--- config.mk ---
export PLATFORM = sky130hd
export DESIGN_NAME = icc_pattern_gen
export DESIGN_NICKNAME = d
export VERILOG_FILES = /design/src/rtl/icc_pkg.sv /design/src/rtl/icc_phase_ctrl.sv /design/src/rtl/icc_toggler.sv /design/src/rtl/icc_ivl_timer.sv /design/src/rtl/icc_data_gen.sv /design/src/rtl/icc_pattern_gen.sv
export SDC_FILE = /design/constraint.sdc
export NUM_CORES = 1
export LEC_CHECK = 0
export BUFFER_PORTS_ARGS = -buffer_cell sky130_fd_sc_hd__buf_2
export CAP_MARGIN = 10
export CORE_ASPECT_RATIO = 0.7
export CORE_MARGIN = 1.5
export CORE_UTILIZATION = 60
export CTS_BUF_LIST = sky130_fd_sc_hd__clkbuf_8
export CTS_CLUSTER_SIZE = 16
export DETAILED_ROUTE_END_ITERATION = 8
export PLACE_DENSITY = 0.87
export SLEW_MARGIN = 40
export SYNTH_ARGS = -nofsm -noshare
export SYNTH_HDL_FRONTEND = slang
export SYNTH_HIERARCHICAL = 1
export SYNTH_SLANG_ARGS = --single-unit
--- constraint.sdc ---
create_clock -name clk -period 5.8 [get_ports clk]
set_input_delay 0.58 -clock clk [delete_from_list [all_inputs] [get_ports clk]]
set_output_delay 0.58 -clock clk [all_outputs]
set_load 0.02 [all_outputs]
--- src/rtl/icc_pkg.sv ---
package icc_pkg;
  typedef enum logic [1:0] {
    MD_IDLE = 2'd0,
    MD_CA   = 2'd1,
    MD_FULL = 2'd2
  } md_e;

  typedef logic [3:0] cmd_t;  // {cs_n, ras_n, cas_n, we_n}

  localparam cmd_t CMD_BG_A = 4'b1000;
  localparam cmd_t CMD_NOP  = 4'b1111;
  localparam cmd_t CMD_ACT  = 4'b0011;
  localparam cmd_t CMD_RD   = 4'b0101;

  function automatic md_e md_decode(input logic [1:0] m);
    case (m)
      2'b00:   return MD_IDLE;
      2'b01:   return MD_CA;
      default: return MD_FULL;
    endcase
  endfunction
endpackage

--- src/rtl/icc_phase_ctrl.sv ---
module icc_phase_ctrl
  import icc_pkg::*;
#(
  parameter int HOLD_CLKS = 4
) (
  input  logic                         clk,
  input  logic                         rst_n,
  input  logic [1:0]                   mode_i,
  output md_e                          md_n_o,
  output logic [$clog2(HOLD_CLKS)-1:0] cnt_n_o,
  output logic                         blk_o
);
  localparam int CW = $clog2(HOLD_CLKS);
  localparam logic [CW-1:0] C_ONE = CW'(1);

  logic [CW-1:0] cnt_q, cnt_n;
  md_e           md_q, md_n;
  logic          blk;

  always_comb begin
    blk   = &cnt_q;
    cnt_n = cnt_q + C_ONE;
    md_n  = blk ? md_decode(mode_i) : md_q;
  end

  always_ff @(posedge clk or negedge rst_n) begin
    if (!rst_n) begin
      cnt_q <= '0;
      md_q  <= MD_IDLE;
    end else begin
      cnt_q <= cnt_n;
      md_q  <= md_n;
    end
  end

  assign md_n_o  = md_n;
  assign cnt_n_o = cnt_n;
  assign blk_o   = blk;
endmodule

--- src/rtl/icc_toggler.sv ---
module icc_toggler #(
  parameter int W = 14
) (
  input  logic         clk,
  input  logic         rst_n,
  input  logic         flip_i,
  output logic [W-1:0] q_o
);
  logic [W-1:0] q_q, q_n;

  always_comb q_n = flip_i ? ~q_q : q_q;

  always_ff @(posedge clk or negedge rst_n) begin
    if (!rst_n) q_q <= '0;
    else        q_q <= q_n;
  end

  assign q_o = q_q;
endmodule

--- src/rtl/icc_ivl_timer.sv ---
module icc_ivl_timer #(
  parameter int IVL_W = 8
) (
  input  logic             clk,
  input  logic             rst_n,
  input  logic             en_i,
  input  logic [IVL_W-1:0] ivl_i,
  output logic             fire_o
);
  localparam logic [IVL_W-1:0] ONE = IVL_W'(1);

  logic [IVL_W-1:0] cnt_q, cnt_n;

  always_comb begin
    fire_o = 1'b0;
    cnt_n  = '0;
    if (en_i && (ivl_i != '0)) begin
      if (cnt_q >= (ivl_i - ONE)) fire_o = 1'b1;
      else                        cnt_n  = cnt_q + ONE;
    end
  end

  always_ff @(posedge clk or negedge rst_n) begin
    if (!rst_n) cnt_q <= '0;
    else        cnt_q <= cnt_n;
  end
endmodule

--- src/rtl/icc_data_gen.sv ---
module icc_data_gen #(
  parameter int DQ_W = 8
) (
  input  logic            clk,
  input  logic            rst_n,
  input  logic            full_i,
  output logic [DQ_W-1:0] dq_o,
  output logic [1:0]      dqs_o
);
  logic [DQ_W-1:0] dq_q, dq_n;
  logic [1:0]      dqs_q, dqs_n;

  always_comb begin
    dq_n  = full_i ? ~dq_q : '0;
    dqs_n = full_i ? 2'b10 : 2'b00;  // {first transfer, second transfer}
  end

  always_ff @(posedge clk or negedge rst_n) begin
    if (!rst_n) begin
      dq_q  <= '0;
      dqs_q <= 2'b00;
    end else begin
      dq_q  <= dq_n;
      dqs_q <= dqs_n;
    end
  end

  assign dq_o  = dq_q;
  assign dqs_o = dqs_q;
endmodule

--- src/rtl/icc_pattern_gen.sv ---
module icc_pattern_gen
  import icc_pkg::*;
#(
  parameter int ROW_W     = 14,
  parameter int BANK_W    = 3,
  parameter int DQ_W      = 8,
  parameter int IVL_W     = 8,
  parameter int HOLD_CLKS = 4,   // power of two, at least 4
  localparam int DM_W     = (DQ_W + 7) / 8
) (
  input  logic              clk,
  input  logic              rst_n,
  input  logic [1:0]        mode_i,
  input  logic [IVL_W-1:0]  act_ivl_i,
  input  logic [IVL_W-1:0]  rd_ivl_i,
  output logic              cs_n_o,
  output logic              ras_n_o,
  output logic              cas_n_o,
  output logic              we_n_o,
  output logic [ROW_W-1:0]  addr_o,
  output logic [BANK_W-1:0] bank_o,
  output logic [DQ_W-1:0]   dq_t0_o,
  output logic [DQ_W-1:0]   dq_t1_o,
  output logic              dqs_t0_o,
  output logic              dqs_t1_o,
  output logic [DM_W-1:0]   dm_o
);
  localparam int CW    = $clog2(HOLD_CLKS);
  localparam int N_INS = 2;  // slot 0 ACTIVATE (wins), slot 1 READ

  md_e                       md_n;
  logic [CW-1:0]             cnt_n;
  logic                      blk;
  logic                      active_n;
  logic                      flip;
  logic [N_INS-1:0]          fire;
  logic [N_INS-1:0][IVL_W-1:0] ivl;
  logic [DQ_W-1:0]           dq;
  logic [1:0]                dqs;
  cmd_t                      cmd_q, cmd_n;

  icc_phase_ctrl #(.HOLD_CLKS(HOLD_CLKS)) u_phase (
    .clk    (clk),
    .rst_n  (rst_n),
    .mode_i (mode_i),
    .md_n_o (md_n),
    .cnt_n_o(cnt_n),
    .blk_o  (blk)
  );

  assign active_n = (md_n != MD_IDLE);
  assign flip     = blk & active_n;

  icc_toggler #(.W(ROW_W)) u_addr (
    .clk(clk), .rst_n(rst_n), .flip_i(flip), .q_o(addr_o)
  );

  icc_toggler #(.W(BANK_W)) u_bank (
    .clk(clk), .rst_n(rst_n), .flip_i(flip), .q_o(bank_o)
  );

  assign ivl[0] = act_ivl_i;
  assign ivl[1] = rd_ivl_i;

  for (genvar g = 0; g < N_INS; g++) begin : g_ins
    icc_ivl_timer #(.IVL_W(IVL_W)) u_tmr (
      .clk   (clk),
      .rst_n (rst_n),
      .en_i  (active_n),
      .ivl_i (ivl[g]),
      .fire_o(fire[g])
    );
  end

  always_comb begin
    if (!active_n)    cmd_n = CMD_NOP;
    else if (fire[0]) cmd_n = CMD_ACT;
    else if (fire[1]) cmd_n = CMD_RD;
    else              cmd_n = cnt_n[1] ? CMD_NOP : CMD_BG_A;
  end

  always_ff @(posedge clk or negedge rst_n) begin
    if (!rst_n) cmd_q <= CMD_NOP;
    else        cmd_q <= cmd_n;
  end

  icc_data_gen #(.DQ_W(DQ_W)) u_data (
    .clk   (clk),
    .rst_n (rst_n),
    .full_i(md_n == MD_FULL),
    .dq_o  (dq),
    .dqs_o (dqs)
  );

  assign {cs_n_o, ras_n_o, cas_n_o, we_n_o} = cmd_q;
  assign dq_t0_o  = dq;
  assign dq_t1_o  = dq;
  assign dqs_t0_o = dqs[1];
  assign dqs_t1_o = dqs[0];
  assign dm_o     = '0;
endmodule

==> flow_summary_export.csv, run 1 <==
group,metric,value,unit
timing,max_slew_margin,0.542,
global_routing,antenna_found_initial,0,
logic_synthesis,synth_area,2680,µm²
logic_synthesis,synth.distinct_cells,44,
route,vias_per_cell,5.19,
global_routing,grt_pass1_vias,1761,
cells_and_area,syn_to_final_growth,13.7,%
cts,cts-buffers-inserted,5,
cells_and_area,multi_input_area,1260,µm²
logic_synthesis,synth_area_leaders,"dfrtp_1, ha_1, xor2_1",
logic_synthesis,synth_nets,277,
floorplanning,ioPinCount,60,
global_routing,grt_pass1_wl,7.99,mm
logic_synthesis,synth.most_common_cell,"dfrtp_1",
timing,finalCritPeriodShare,0.484,
global_routing,grt.total_usage,0.209,
route,drt-initial-drc-count,50,
floorplanning,chipHeight,58.9,µm
cts,clockBufferDepth,2,
floorplanning,core,4300,µm²
floorplanning,initial_core_util,0.622,
global_routing,overflow,0,
route,wl,4.57,mm
pwr,p_leak,1.56,nW
logic_synthesis,ys.flop_type,"dfrtp_1",
critical_path,cpPeakStageDelay,0.60,ns
cells_and_area,ff_latch_area,1260,µm²
critical_path,cp_max_fo,9,
timing,min_period,2.81,ns
timing,fmax,0.356,GHz
cells_and_area,antenna_cells,0,
critical_path,crit_chain,"buf_2, nor3_1, nor3b_1, xnor2_1, ha_1, nand2_1, o41ai_4, nor2b_1, inv_1, a211o_2",
pwr,irDropWorstVdd,0.310,mV
place,place_congestion,0.821,
critical_path,critPathRequiredTime,6.04,ns
timing,fin_setup_tns,0,ns
logic_synthesis,yosys-top-cells-count,"dfrtp_1, xor2_1, ha_1, nor2_1, inv_1",
floorplanning,rows,20,
cts,post-cts-setup-buffers,0,
timing,worst_pin_slew,0.683,ns
cts,ctsHoldBuffers,0,
timing,rsz0062_at_grt,"false",
cts,cts.sinks,50,
floorplanning,die_x,82.9,µm
logic_synthesis,yosys_warnings,6,
timing,slew_violations,0,
cells_and_area,fin_nets,329,
pwr,cellPowerDensity,347,nW/µm²
logic_synthesis,ys_seq_elements,50,
route,drc,0,
place,hpwlAfterDp,3.52,mm
cts,cts_max_level,2,
logic_synthesis,seq_area_frac_synth,0.469,
critical_path,end_kind,"register",
floorplanning,die_area,4880,µm²
route,firstDrtPassIters,4,
cts,clk_pin_slew,0.09,ns
timing,fin_skew,0.00449,ns
logic_synthesis,synth_edf_count,0,
min_path,worstHoldPathType,"input pin to asynchronous set/reset pin",
cts,cts_tree,"yes",
cells_and_area,drive_above_1_share,0.293,
logic_synthesis,yosysTopAreaCellShare,0.430,
outcome,status,"completed",
logic_synthesis,synth.largest_area_cell,"dfrtp_1",
critical_path,cp-start-kind,"input pin",
cells_and_area,nFillCells,315,
timing,final_hold_viol_count,0,
route,routedWlPerCell,13.4,µm
logic_synthesis,synth.avg_cell_area,11.4,µm²
critical_path,crit_type,"input pin to register",
logic_synthesis,async_flop_share,1.00,
global_routing,grt_max_degree,51,
critical_path,crit_path_top_delay_cell,"o41ai_4",
cts,clk_latency,0.30,ns
job,maxCapViolCount,0,
logic_synthesis,netlist_instances,234,
cts,root_buffer,"clkbuf_8",
critical_path,cp.arrival,3.05,ns
timing,setup_violations,0,
place,port_buffers,57,
route,detail-route-antenna-nets,0,
route,vias,1774,
timing,hold_slack,0.270,ns
cts,post_cts_resized,0,
[worst paths after layout]
kind / from / end / slack (ns) / cells after the start
min in group clk: u_phase/cnt_q[0] / u_phase/cnt_q[0] / 0.44 / 1
setup reg to reg: u_phase/cnt_q[0] / cmd_q[0] / 3.21 / 7
hold / removal: rst_n / u_addr/q_o[11] / 0.27 / 1
hold reg to reg: u_phase/cnt_q[0] / u_phase/cnt_q[0] / 0.44 / 1
setup / recovery: rd_ivl_i[1] / cmd_q[1] / 2.99 / 10
max in group asynchronous: rst_n / g_ins[0].u_tmr/cnt_q[5] / 5.13 / 1
[layout make-up]
| type | count | area share |
|---|---|---|
| Multi-Input combinational cell | 158 | 0.415 |
| Sequential cell | 50 | 0.412 |
| Timing Repair Buffer | 57 | 0.0945 |
| Clock buffer | 5 | 0.0226 |
| Tap cell | 55 | 0.0226 |
| Inverter | 14 | 0.0173 |
| Clock inverter | 3 | 0.0156 |
[logic make-up after synthesis]
logic type	after synthesis	share of synthesized area
and+or+nand+nor	72	0.154
adders and majority gates	23	0.107
AOI/OAI and AO/OA	19	0.0677
other	2	0.00280
buffers and inverters	26	0.0593
DFF	50	0.469
xor gates and xnor gates	41	0.134
muxes	1	0.00560
[state kept, by name, summed over array words and instances, names as in the netlist]
register and count:
u_phase/cnt_q 2, cmd_q 4, u_phase/md_q 2, g_ins.u_tmr/cnt_q 16, u_data/dqs_o 1, u_data/dq_o 8, u_bank/q_o 3, u_addr/q_o 14
[layout by cell type (no fill, tap or decap), types with 2 or more instances in the layout]
cell      instances
buf_2            56
dfrtp_1          46
xor2_1           29
ha_1             23
nor2_1           18
inv_1            14
xnor2_1          12
nor3_1           11
nor2b_1          10
nand2_1           8
nand3_1           6
clkbuf_8          5
and3_1            5
dfstp_2           4
nand3b_1          3
o22ai_1           2
and2b_2           2
conb_1            2
o21ai_1           2
a21oi_1           2
[stage by stage]
stage	power, mW	cells	instance area, µm²	utilization	setup WS (ns)
after floorplan	0.705	234	2680	-	3.13
after global placement	0.804	334	2930	0.680	2.85
after detailed placement	0.817	334	2930	0.681	2.70
after CTS	1.07	342	3050	0.708	3.02
after global routing	1.12	342	3050	0.708	2.73
final	1.06	342	3050	0.708	2.99
[report_power, final]
part	switching, mW	internal (mW)	leakage [nW]
logic	0.194	0.125	0.881
clock network	0.117	0.131	0.0587
registers	0.0596	0.429	0.621
[critical path: cells and delay by family]
kind                     cells  cell delay (ns)
AND/OR/NAND/NOR              4             0.96
XOR/XNOR                     1             0.10
AO/OA/AOI/OAI                2             0.89
buffers and inverters        2             0.19
adder cells (fa/ha/maj)      1             0.30
[metal layers]
layer,GRT usage,up-vias,wire length [µm]
met3,0.0631,11,289
li1,-,877,-
met4,0.0667,0,63
met2,0.331,60,2070
met5,0,-,0
met1,0.281,826,2150
Note: power is estimated with default switching activity, not from simulation.
==> inputs of run 2 (changes only) <==
Settings changed: ABC_AREA set to 1, CORE_UTILIZATION 60 to 51, PLACE_DENSITY 0.87 to 0.78.
Clock period 5.8 ns to 2.3 ns, I/O delays scaled along.
==> run 2 against run 1 <==
Effect of this change: area after synthesis increased by 7.4%; total power rose by 100%; largest cell class unchanged; largest power group unchanged; register-to-register slack lost 2.9 ns; setup slack worse by 2.7 ns; final area up 7.5%; die area increased by 25%; sequential share of layout area shrank 2.9 points; final cell count grew 39%; non-clock buffer count grew 4; synthesized cell count increased by 49%; first-iteration DRC count increased by 72%; core utilization decreased by 9.4 points.
==> flow_summary_export.csv, run 2 <==
group,metric,value,unit
place,dp_cells,468,
pwr,cellPowerDensity,652,nW/µm²
logic_synthesis,synth_area_leaders,"dfrtp_1, nand2_1, ha_1",
route,drt-initial-drc-count,86,
cells_and_area,multi_input_area,1310,µm²
place,port_buffers,57,
timing,rsz0062_at_grt,"false",
cells_and_area,ff_latch_area,1260,µm²
floorplanning,chipHeight,65.8,µm
floorplanning,initial_core_util,0.539,
cells_and_area,final_cell_mix,"nand2_1, buf_2, inv_1",
logic_synthesis,ys.flop_type,"dfrtp_1",
cells_and_area,largest_reg_flops,16,
critical_path,endpoint,"cmd_q[2]",
logic_synthesis,synth.most_common_cell,"nand2_1",
pwr,irDropWorstVdd,0.349,mV
global_routing,overflow,0,
logic_synthesis,seq_area_frac_synth,0.437,
timing,slew_violations,0,
critical_path,crit_type,"register to register",
global_routing,grt_pass1_vias,2053,
cts,post-cts-setup-buffers,0,
critical_path,regToRegEndpoint,"cmd_q[2]",
min_path,whs_path_depth,3,
cts,clockBufferDepth,2,
critical_path,rr_worst_depth,12,
cells_and_area,regMostFlops,"g_ins.u_tmr/cnt_q",
logic_synthesis,yosys_warnings,6,
cells_and_area,drive_above_1_share,0.243,
route,wl,5.11,mm
place,place_congestion,0.789,
cells_and_area,nFillCells,485,
cells_and_area,stdcell_count,476,
floorplanning,die_area,6110,µm²
timing,min_period,1.98,ns
global_routing,grt_pass1_wl,8.80,mm
cells_and_area,antenna_cells,0,
logic_synthesis,netlist_instances,348,
logic_synthesis,synth.largest_area_cell,"dfrtp_1",
logic_synthesis,synth_area,2880,µm²
critical_path,r2r_slack,0.32,ns
global_routing,grt.total_usage,0.183,
global_routing,grt_max_degree,26,
pwr,p_leak,1.83,nW
logic_synthesis,async_flop_share,1.00,
timing,finalCritPeriodShare,0.861,
logic_synthesis,yosys-top-cells-count,"nand2_1, inv_1, dfrtp_1, nor2_1, ha_1",
min_path,worstHoldPathType,"input pin to register",
outcome,status,"completed",
cts,cts-buffers-inserted,5,
logic_synthesis,synth.avg_cell_area,8.27,µm²
logic_synthesis,synth_edf_count,0,
cells_and_area,syn_to_final_growth,13.8,%
critical_path,cp.arrival,2.21,ns
logic_synthesis,synth_nets,391,
timing,max_slew_margin,0.637,
timing,setup_violations,0,
timing,fin_setup_tns,0,ns
critical_path,startpoint,"u_phase/cnt_q[0]",
logic_synthesis,ys_seq_elements,50,
route,detail-route-antenna-nets,0,
critical_path,cp-start-kind,"register",
timing,final_hold_viol_count,0,
cts,clk_latency,0.29,ns
route,drc,0,
timing,worst_pin_slew,0.545,ns
floorplanning,die_x,92.8,µm
place,hpwlAfterDp,4.09,mm
cts,cts_tree,"yes",
timing,fmax,0.505,GHz
route,vias_per_cell,4.59,
cells_and_area,fin_nets,447,
global_routing,antenna_found_initial,0,
logic_synthesis,yosysTopAreaCellShare,0.400,
cts,cts.sinks,50,
cts,root_buffer,"clkbuf_8",
floorplanning,ioPinCount,60,
route,routedWlPerCell,10.7,µm
route,firstDrtPassIters,5,
timing,fin_skew,0.00496,ns
critical_path,cp_max_fo,6,
cts,cts_max_level,2,
critical_path,r2r_start,"u_phase/cnt_q[0]",
critical_path,critPathRequiredTime,2.53,ns
floorplanning,core,5340,µm²
cts,clk_pin_slew,0.09,ns
cells_and_area,layout_commonest_cell,"nand2_1",
floorplanning,rows,22,
critical_path,end_kind,"register",
job,maxCapViolCount,0,
route,vias,2187,
logic_synthesis,synth.distinct_cells,29,
-- run 2: repair_timing --
| item | 4_1_cts | 5_1_grt |
|---|---|---|
| hold buffers | 1 | 0 |
| gates resized for setup | 0 | 0 |
| endpoints found under the hold margin | 23 | 0 |
-- run 2: layer usage --
metal,GRT usage,wire length (µm)
met5,0,0
met4,0.0341,31
met3,0.0391,255
met2,0.307,2260
met1,0.247,2560
-- run 2: per-stage QoR --
step | total power, mW | instance area [µm²] | utilization | setup WS (ns) | hold WS (ns)
after floorplan | 1.48 | 2880 | - | 0.461 | -0.0656
after global placement | 1.64 | 3180 | 0.596 | 0.204 | 0.239
after detailed placement | 1.67 | 3180 | 0.596 | 0.112 | 0.240
after CTS | 2.15 | 3270 | 0.613 | 0.308 | 0.182
after global routing | 2.28 | 3270 | 0.613 | 0.109 | 0.190
final | 2.14 | 3270 | 0.613 | 0.320 | 0.189
-- run 2: cell families (layout without fill, tap and decap cells) --
logic type	count (synthesis)	in the layout	synth area share
and+or+nand+nor	171	171	0.264
buffers and inverters	71	127	0.110
DFF	50	50	0.437
adders and majority gates	23	23	0.100
xor gates and xnor gates	22	22	0.0670
AOI/OAI and AO/OA	9	9	0.0200
other	2	2	0.00261
-- run 2: final cells by class --
class	count	area share
well taps	72	0.0275
inverters	59	0.0676
repair buffers	61	0.0971
clock buffers	5	0.0210
multi-input cells	227	0.399
clock inverters	2	0.00459
flip-flops and latches	50	0.384
-- run 2: how the worst min path moves through the flow --
stage | from | end | slack, ns
CTS | mode_i[1] | u_phase/md_q[1] | 0.18
finish | mode_i[1] | u_phase/md_q[1] | 0.19
detailed placement | rst_n | u_addr/q_o[6] | 0.24
floorplan | rst_n | g_ins[0].u_tmr/cnt_q[0] | -0.07
global route | mode_i[1] | u_phase/md_q[1] | 0.19
global placement | rst_n | u_addr/q_o[7] | 0.24
-- run 2: report_power, final --
| group | internal [mW] | switching (mW) | total [mW] |
|---|---|---|---|
| combinational | 0.210 | 0.359 | 0.569 |
| clock | 0.208 | 0.274 | 0.482 |
| sequential | 0.989 | 0.0958 | 1.08 |
-- run 2: critical path, cell delays in order, from the launching register on --
cell	delay, ns
dfrtp_1	0.39
ha_1	0.25
inv_1	0.09
nand2_1	0.05
nand2_1	0.12
inv_1	0.06
nand2_2	0.14
inv_1	0.07
nor2_2	0.13
a21boi_0	0.32
inv_1	0.13
o21ai_0	0.10
nand2_1	0.07
==> inputs of run 3 (changes only) <==
Settings changed: CORE_UTILIZATION 51 to 61, PLACE_DENSITY 0.78 to 0.88.
Clock period 2.3 ns to 2.55 ns, I/O delays scaled along.
==> run 3 against run 2 <==
Effect of this change: the run now ends with DRC left; global-route usage up 4.8 points; sequential power down 9%; final cell count down 3.8%; sequential share of layout area up 0.36 points; largest cell class unchanged; largest power group unchanged.
==> flow_summary_export.csv, run 3 (same netlist as run 2, synthesis figures left out) <==
group,metric,value,unit
cts,cts_tree,"yes",
critical_path,regToRegEndpoint,"cmd_q[2]",
floorplanning,die_area,5140,µm²
route,route.layer.met1.wl,2.48,mm
floorplanning,initial_core_util,0.649,
cts,post-cts-setup-buffers,0,
timing,finalCritPeriodShare,0.766,
route,wl,5.34,mm
route,detail-route-antenna-nets,0,
global_routing,overflow,0,
timing,setup_violations,0,
global_routing,antenna_found_initial,0,
global_routing,grt_pass1_vias,2088,
critical_path,crit_type,"register to register",
cts,cts.sinks,50,
cells_and_area,layout_commonest_cell,"nand2_1",
cts,cts-buffers-inserted,5,
cells_and_area,nFillCells,352,
pwr,irDropWorstVdd,0.380,mV
floorplanning,core,4430,µm²
cts,cts_max_level,2,
floorplanning,chipHeight,60.5,µm
floorplanning,ioPinCount,60,
critical_path,endpoint,"cmd_q[2]",
cts,clk_latency,0.30,ns
place,place_area,3150,µm²
cells_and_area,drive_above_1_share,0.241,
cts,clockBufferDepth,2,
timing,fin_skew,0.00761,ns
floorplanning,die_x,85.1,µm
route,vias,2237,
cells_and_area,antenna_cells,0,
pwr,combPwrFrac,0.265,
critical_path,r2r_slack,0.60,ns
pwr,clock_power_share,0.227,
timing,min_period,1.95,ns
pwr,p_int,1.27,mW
cells_and_area,largest_reg_flops,16,
route,vias_per_cell,4.88,
global_routing,grt_pass1_wl,9.14,mm
job,maxCapViolCount,0,
route,drc,8,
cts,post_cts_resized,0,
timing,final_hold_viol_count,0,
pwr,netSwitchingPower,0.661,mW
cts,root_buffer,"clkbuf_8",
cells_and_area,stdcell_area,3240,µm²
critical_path,cp_max_fo,6,
route,met3RoutedLength,383,µm
cells_and_area,regMostFlops,"g_ins.u_tmr/cnt_q",
route,drt-initial-drc-count,143,
pwr,sw_frac_of_total,0.342,
cts,ctsHoldBuffers,1,
pwr,p_seq_frac,0.507,
critical_path,cp-start-kind,"register",
timing,fin_setup_tns,0,ns
place,port_buffers,57,
critical_path,startpoint,"u_phase/cnt_q[0]",
global_routing,grt_max_degree,34,
timing,fmax,0.512,GHz
min_path,worstHoldPathType,"input pin to register",
critical_path,r2r_start,"u_phase/cnt_q[0]",
place,hpwlAfterDp,4.22,mm
critical_path,cp.arrival,2.18,ns
cells_and_area,final_cell_mix,"nand2_1, buf_2, inv_1",
route,routed.top_layer,"met4",
route,firstDrtPassIters,8,
critical_path,critPathRequiredTime,2.78,ns
timing,slew_violations,0,
route,routedWlPerCell,11.7,µm
timing,rsz0062_at_grt,"false",
outcome,failed_checks,"DRC",
cells_and_area,syn_to_final_growth,12.8,%
cells_and_area,fin_nets,446,
cts,clk_pin_slew,0.08,ns
pwr,cellPowerDensity,595,nW/µm²
outcome,status,"complete, but fails checks",
floorplanning,rows,20,
pwr,p_leak,1.83,nW
route,route.met2.wl,2.38,mm
critical_path,end_kind,"register",
place,place_congestion,0.785,
global_routing,grt.total_usage,0.230,
critical_path,rr_worst_depth,12,
-- run 3: cell types whose count changed in the layout (fill, tap and decap cells not counted), sizes merged --
cell,previous run,this run
buf,60,59
inv,59,60
clkinv,0,1
clkinvlp,2,0
-- run 3: critical path, cell delays in order (launching register included) --
cell	delay [ns]
dfrtp_1	0.39
ha_1	0.25
inv_1	0.08
nand2_1	0.05
nand2_1	0.12
inv_1	0.07
nand2_2	0.14
inv_1	0.07
nor2_2	0.13
a21boi_0	0.29
inv_1	0.13
o21ai_0	0.10
nand2_1	0.07
-- run 3: per-stage QoR --
stage           util  cells  hold WS [ns]  power [mW]  worst slack [ns]
2_1_floorplan      -    348       -0.0406        1.34             0.686
3_3_place_gp   0.712    450         0.191        1.47             0.500
3_5_place_dp   0.712    450         0.192        1.51             0.349
4_1_cts        0.732    458         0.217        1.95             0.618
5_1_grt        0.732    458         0.220        2.06             0.336
6_report       0.732    458         0.233        1.93             0.598
-- run 3: layout make-up --
| cell class | count | area (µm²) | area share |
|---|---|---|---|
| flip-flops and latches | 50 | 1260 | 0.387 |
| well taps | 55 | 68.8 | 0.0212 |
| clock inverters | 2 | 13.8 | 0.00424 |
| multi-input cells | 227 | 1310 | 0.402 |
| inverters | 59 | 221 | 0.0683 |
| clock buffers | 5 | 68.8 | 0.0212 |
| repair buffers | 60 | 310 | 0.0956 |
-- run 3: layer usage --
metal,vias up,GRT usage
met2,87,0.382
met4,0,0.0843
met1,999,0.305
li1,1136,-
met3,15,0.0517
met5,-,0
-- run 3: power by group through the flow --
| stage | logic, mW | clock network, mW | registers (mW) |
|---|---|---|---|
| global route | 0.581 | 0.484 | 0.995 |
| floorplan | 0.273 | 0 | 1.07 |
| CTS | 0.515 | 0.459 | 0.978 |
| finish | 0.512 | 0.439 | 0.979 |
| global placement | 0.487 | 0 | 0.986 |
| detailed placement | 0.512 | 0 | 0.993 |
-- run 3: worst min-delay path by stage --
stage                   start                      end  cells after the start
detailed placement      rst_n            u_addr/q_o[2]                      1
global route        mode_i[1]          u_phase/md_q[1]                      3
finish              mode_i[1]          u_phase/md_q[1]                      3
CTS                 mode_i[1]          u_phase/md_q[1]                      3
global placement        rst_n            u_addr/q_o[2]                      1
floorplan               rst_n  g_ins[0].u_tmr/cnt_q[0]                      0
